--- src/rtl/irq_entry_seq.sv ---
module irq_entry_seq #(
  parameter int DW          = 32,
  parameter int ID_W        = 8,
  parameter int IE_BIT      = 9,
  parameter int KM_BIT      = 12,
  parameter logic [31:0] SP_RESET    = 32'h0000_0200,
  parameter logic [31:0] FLAGS_RESET = 32'h0000_1000
) (
  input  logic          clk,
  input  logic          rst_n,
  input  logic          exec_done,
  input  logic [DW-1:0] pc_next,
  input  logic          cmd_iret,
  input  logic          cmd_cli,
  input  logic          cmd_sti,
  input  logic          irq,
  input  logic [DW-1:0] vt_base,
  output logic          bus_req,
  output logic          bus_we,
  output logic [DW-1:0] bus_addr,
  output logic [DW-1:0] bus_wdata,
  input  logic [DW-1:0] bus_rdata,
  input  logic          bus_ready,
  output logic          inta,
  output logic          fetch_go,
  output logic [DW-1:0] pc_o,
  output logic [DW-1:0] cs_o,
  output logic [DW-1:0] flags_o,
  output logic [DW-1:0] sp_o,
  output logic [DW-1:0] opt_o
);
  localparam logic [DW-1:0] STEP = DW'(DW / 8);
  localparam logic [DW-1:0] VSZ  = STEP * 2;

  typedef enum logic [3:0] {
    S_IDLE, S_PSH_F, S_PSH_CS, S_PSH_PC, S_ACK,
    S_OPT, S_VEC, S_POP_PC, S_POP_CS, S_POP_F, S_DONE
  } st_t;

  st_t           state;
  logic [DW-1:0] vaddr;
  logic [DW-1:0] flags_eff;
  logic          pushing, popping;

  always_comb begin
    flags_eff = flags_o;
    if (cmd_cli) flags_eff[IE_BIT] = 1'b0;
    if (cmd_sti) flags_eff[IE_BIT] = 1'b1;
  end

  assign pushing  = (state == S_PSH_F) || (state == S_PSH_CS) || (state == S_PSH_PC);
  assign popping  = (state == S_POP_PC) || (state == S_POP_CS) || (state == S_POP_F);
  assign inta     = (state == S_ACK);
  assign bus_req  = pushing || popping || inta || (state == S_OPT) || (state == S_VEC);
  assign bus_we   = pushing;
  assign fetch_go = (state == S_DONE);

  always_comb begin
    bus_addr  = '0;
    bus_wdata = '0;
    case (state)
      S_PSH_F:  begin bus_addr = sp_o - STEP; bus_wdata = flags_o; end
      S_PSH_CS: begin bus_addr = sp_o - STEP; bus_wdata = cs_o;    end
      S_PSH_PC: begin bus_addr = sp_o - STEP; bus_wdata = pc_o;    end
      S_OPT:    bus_addr = vaddr + STEP;
      S_VEC:    bus_addr = vaddr;
      S_POP_PC, S_POP_CS, S_POP_F: bus_addr = sp_o;
      default:  ;
    endcase
  end

  always_ff @(posedge clk) begin
    if (!rst_n) begin
      state   <= S_IDLE;
      pc_o    <= '0;
      cs_o    <= '0;
      flags_o <= FLAGS_RESET;
      sp_o    <= SP_RESET;
      opt_o   <= '0;
      vaddr   <= '0;
    end else begin
      case (state)
        S_IDLE: if (exec_done) begin
          if (cmd_iret) state <= S_POP_PC;
          else begin
            pc_o    <= pc_next;
            flags_o <= flags_eff;
            state   <= (irq && flags_eff[IE_BIT]) ? S_PSH_F : S_DONE;
          end
        end
        S_PSH_F: if (bus_ready) begin
          sp_o            <= sp_o - STEP;
          flags_o[IE_BIT] <= 1'b0;
          flags_o[KM_BIT] <= 1'b1;
          state           <= S_PSH_CS;
        end
        S_PSH_CS: if (bus_ready) begin
          sp_o  <= sp_o - STEP;
          state <= S_PSH_PC;
        end
        S_PSH_PC: if (bus_ready) begin
          sp_o  <= sp_o - STEP;
          state <= S_ACK;
        end
        S_ACK: if (bus_ready) begin
          vaddr <= vt_base + VSZ * DW'(bus_rdata[ID_W-1:0]);
          state <= S_OPT;
        end
        S_OPT: if (bus_ready) begin
          opt_o <= bus_rdata;
          state <= S_VEC;
        end
        S_VEC: if (bus_ready) begin
          pc_o  <= bus_rdata;
          state <= S_DONE;
        end
        S_POP_PC: if (bus_ready) begin
          pc_o  <= bus_rdata;
          sp_o  <= sp_o + STEP;
          state <= S_POP_CS;
        end
        S_POP_CS: if (bus_ready) begin
          cs_o  <= bus_rdata;
          sp_o  <= sp_o + STEP;
          state <= S_POP_F;
        end
        S_POP_F: if (bus_ready) begin
          flags_o <= bus_rdata;
          sp_o    <= sp_o + STEP;
          state   <= S_DONE;
        end
        default: state <= S_IDLE;
      endcase
    end
  end


  req_hold_chk: assert property (@(posedge clk) disable iff (!rst_n)
    bus_req && !bus_ready |=> bus_req && $stable(bus_addr) && $stable(bus_we) && $stable(bus_wdata));

  inta_read_chk: assert property (@(posedge clk) disable iff (!rst_n)
    inta |-> bus_req && !bus_we);

  go_pulse_chk: assert property (@(posedge clk) disable iff (!rst_n)
    fetch_go |=> !fetch_go);

  entry_mask_chk: assert property (@(posedge clk) disable iff (!rst_n)
    inta |-> !flags_o[IE_BIT] && flags_o[KM_BIT]);

  push_sp_chk: assert property (@(posedge clk) disable iff (!rst_n)
    bus_req && bus_we && bus_ready |=> sp_o == $past(sp_o) - STEP);

  idle_quiet_chk: assert property (@(posedge clk) disable iff (!rst_n)
    (state == S_IDLE) && !exec_done |=> !bus_req);
endmodule

--- config.mk ---
export PLATFORM = sky130hd
export DESIGN_NAME = irq_entry_seq
export DESIGN_NICKNAME = d
export VERILOG_FILES = /design/src/rtl/irq_entry_seq.sv
export SDC_FILE = /design/constraint.sdc
export NUM_CORES = 1
export LEC_CHECK = 0
export BUFFER_PORTS_ARGS = -buffer_cell sky130_fd_sc_hd__clkbuf_2
export CELL_PAD_IN_SITES_DETAIL_PLACEMENT = 0
export CELL_PAD_IN_SITES_GLOBAL_PLACEMENT = 1
export CORE_MARGIN = 2
export CORE_UTILIZATION = 40
export DETAILED_ROUTE_END_ITERATION = 10
export PLACE_DENSITY = 0.84
export SLEW_MARGIN = 20
export SYNTH_ARGS = -nofsm -noshare
export SYNTH_HDL_FRONTEND = slang
export SYNTH_SLANG_ARGS = --single-unit
--- constraint.sdc ---
create_clock -name clk -period 4.2 [get_ports clk]
set_clock_uncertainty 0.15 [all_clocks]
set_input_delay 0.84 -clock clk [delete_from_list [all_inputs] [get_ports clk]]
set_output_delay 0.84 -clock clk [all_outputs]
set_load 0.01 [all_outputs]
==> key figures <==
Run status
  – Status: completed

Die
  – # IOs: 332
  – Die width: 171.9 um
  – Initial Utilization: 40.56%
  – Die area: 0.02953 mm^2
  – # rows: 61
  – Die H: 171.9 um
  – CORE AREA: 0.02778 mm^2

Global routing
  – Vias in the first global route: 10847
  – First-pass GRT wire length: 62.85 mm
  – Largest net degree at the start of global routing: 65
  – GRT Util Overall: 27.40%
  – Initial antenna violation count: 1
  – Gr ovfl total: 0

Timing
  – Final hold vios: 0
  – Tmin final: 4064 ps
  – Tcrit/Tclk final: 96.77%
  – Peak Freq: 246.1 MHz
  – Setup Viol. Count Final: 0
  – RSZ-0062 raised after global routing: false
  – Max Slew Vio Count: 0
  – Slew Limit Headroom: 46.86%
  – Worst-margin pin slew: 788.8 ps
  – Setup TNS: 0 ps

Synthesis
  – Synth Cell Area: 0.01127 mm^2
  – Main synth FF type: dfxtp_1
  – Syn avg cell area: 7.543 um^2
  – Seq cells post-synth: 194
  – Synth top area share: 34.46%
  – Yosys warnings: 0
  – Largest cells by area after synthesis: dfxtp_1 (34%), nand2_1 (9.3%), a21oi_1 (7.7%)
  – Synth area leader: dfxtp_1
  – Most frequent cell after synthesis: nand2_1
  – Asr flop ratio synth: 0%
  – Post-synthesis cell count: 1494
  – Post-synth cell types: 80
  – Register area share after synthesis: 34.46%
  – Commonest cells in the netlist: nand2_1 (278), dfxtp_1 (194), a21oi_1 (173), nor2_1 (133), clkbuf_1 (97)
  – EDFF count, synth: 0

Drt
  – Iteration-0 DRC Markers: 1257
  – Via count: 12049
  – Drt pass-1 iters: 5
  – Drt wl/cell: 19.18 um
  – Vias per cell: 5.617
  – WL final: 41.13 mm
  – Antenna-violating nets left: 0
  – DRC viols: 0

Setup path
  – Worst Setup Start Kind: flop
  – R2R Path End: sp_o[26]
  – RR Startpoint: sp_o[2]
  – Arr. time, crit path: 3070 ps
  – R2R setup slack: 1310 ps
  – Crit. End Element: output port
  – Crit path kind: reg2out
  – R2R cell count: 8
  – Worst-path fanout max: 11
  – CP required: 3210 ps

Pwr
  – Power Dens Cells: 544.3 mW/mm^2
  – VDD IR max: 0.0003026 V
  – Leak pwr: 5.649 nW

Clock network
  – Clk_lat worst skew: 450 ps
  – Number of buffers created by CTS: 17
  – H-tree lvl count: 4
  – Clk sink count: 194
  – Clock Path Buffers: 2
  – Worst-path clk slew: 90 ps
  – Hold_buf cts: 0
  – CTS root buffer: clkbuf_16
  – TritonCTS clock tree: done

Worst hold path
  – Launch point of the worst hold path: opt_o[14]
  – Worst Hold Class: reg2reg
  – Cell depth of the worst hold path: 2
  – Hold Path End: opt_o[14]

Placed design
  – Hpwl dp: 29.35 mm
  – Placed Area: 0.01321 mm^2
  – GP Congestion: 0.9173
  – Input/output buffers: 329

Flow run
  – Max-Cap Viols: 0

Finish
  – Fillcell total: 2870
  – Final Cell Area: 0.01387 mm^2
  – Final #Nets: 1869
  – Area Overhead vs Synth: 23.04%
  – Share of layout cells above drive strength 1: 26.33%
worst max path at each step:
stage | from | end | slack, ps
floorplan | sp_o[19] | bus_addr[30] | 900
global placement | sp_o[17] | bus_addr[30] | 640
detailed placement | sp_o[2] | bus_addr[25] | 620
CTS | sp_o[2] | bus_addr[25] | 120
global route | sp_o[9] | bus_addr[19] | 8
finish | sp_o[9] | bus_addr[19] | 140
logic make-up after synthesis:
family / count (synthesis) / share of synthesized area (%)
AND/OR/NAND/NOR: 601 / 24.81
adder cells (fa/ha/maj): 12 / 1.399
multiplexers: 69 / 6.495
other: 1 / 0.03328
buffers and inverters: 145 / 5.296
flip-flops: 194 / 34.46
XOR/XNOR: 67 / 5.207
AO/OA/AOI/OAI: 405 / 22.29
power breakdown:
part           switching, mW  internal [mW]
Clock                  0.898          0.822
Combinational           2.14           1.22
Sequential             0.366           2.09
placed cells by master, fill, tap and decap left out, types with 6 or more instances in the layout:
cell type / n
dfxtp_1: 192
mux2_2: 33
o211ai_1: 11
nor4_1: 20
nor3b_1: 11
nand3_1: 44
o311ai_0: 6
o21ai_0: 68
or2_2: 6
and4_1: 6
nor2_1: 131
a31oi_1: 10
a21oi_1: 172
mux2i_1: 36
buf_4: 35
nand4_1: 24
xor2_1: 30
nor3_1: 18
a211oi_1: 40
a22oi_1: 43
clkbuf_2: 329
o221ai_1: 8
ha_1: 11
and3_1: 11
clkbuf_16: 17
inv_1: 15
nand2_1: 277
xnor2_1: 37
a32oi_1: 6
layer usage:
| layer | part of all wire (%) | track usage [%] | vias to the layer above |
|---|---|---|---|
| met2 | 45 | 42.29 | 506 |
| met3 | 8.6 | 7.004 | 66 |
| li1 | - | - | 5862 |
| met5 | 0 | 0 | - |
| met4 | 2.6 | 8.476 | 0 |
| met1 | 44 | 37.54 | 5615 |
timing repair:
item | 4_1_cts | 5_1_grt
resized for setup | 0 | 4
endpoints found under the setup margin | 0 | 4
buffers inserted | 0 | 1
final cells by class:
class	count	area, um^2	share of cell area (%)
Tap cell	378	473.0	3.411
Antenna cell	1	2.502	0.01805
Clock inverter	15	193.9	1.399
Inverter	17	66.31	0.4783
Sequential cell	194	3886	28.03
Clock buffer	17	425.4	3.068
Timing Repair Buffer	367	1969	14.20
Multi-Input combinational cell	1156	6849	49.40
metrics by stage:
step | utilization, % | worst slack (ps) | std cells | total power [mW] | hold slack [ps]
floorplan | - | 897.8 | 1495 | 4.615 | 282.5
finish | 49.91 | 135.8 | 2145 | 7.547 | 306.9
global placement | 47.56 | 640.7 | 2111 | 5.773 | 291.9
global route | 49.90 | 7.900 | 2144 | 8.013 | 324.8
CTS | 49.79 | 125.0 | 2143 | 7.508 | 307.1
detailed placement | 47.56 | 621.2 | 2111 | 5.787 | 295.6
state kept, by name (all words and copies together) (netlist names):
name,count
cs_o,32
flags_o,32
opt_o,32
pc_o,32
sp_o,30
state,4
vaddr,32
critical path, stage by stage, from the launching register on:
cell and delay, ps:
dfxtp_1 440, or4_1 740, nor3_4 340, and2_1 390, nand2_1 120, xor2_1 160, o221ai_1 250, clkbuf_2 180
(Power assumes the default switching activity.)
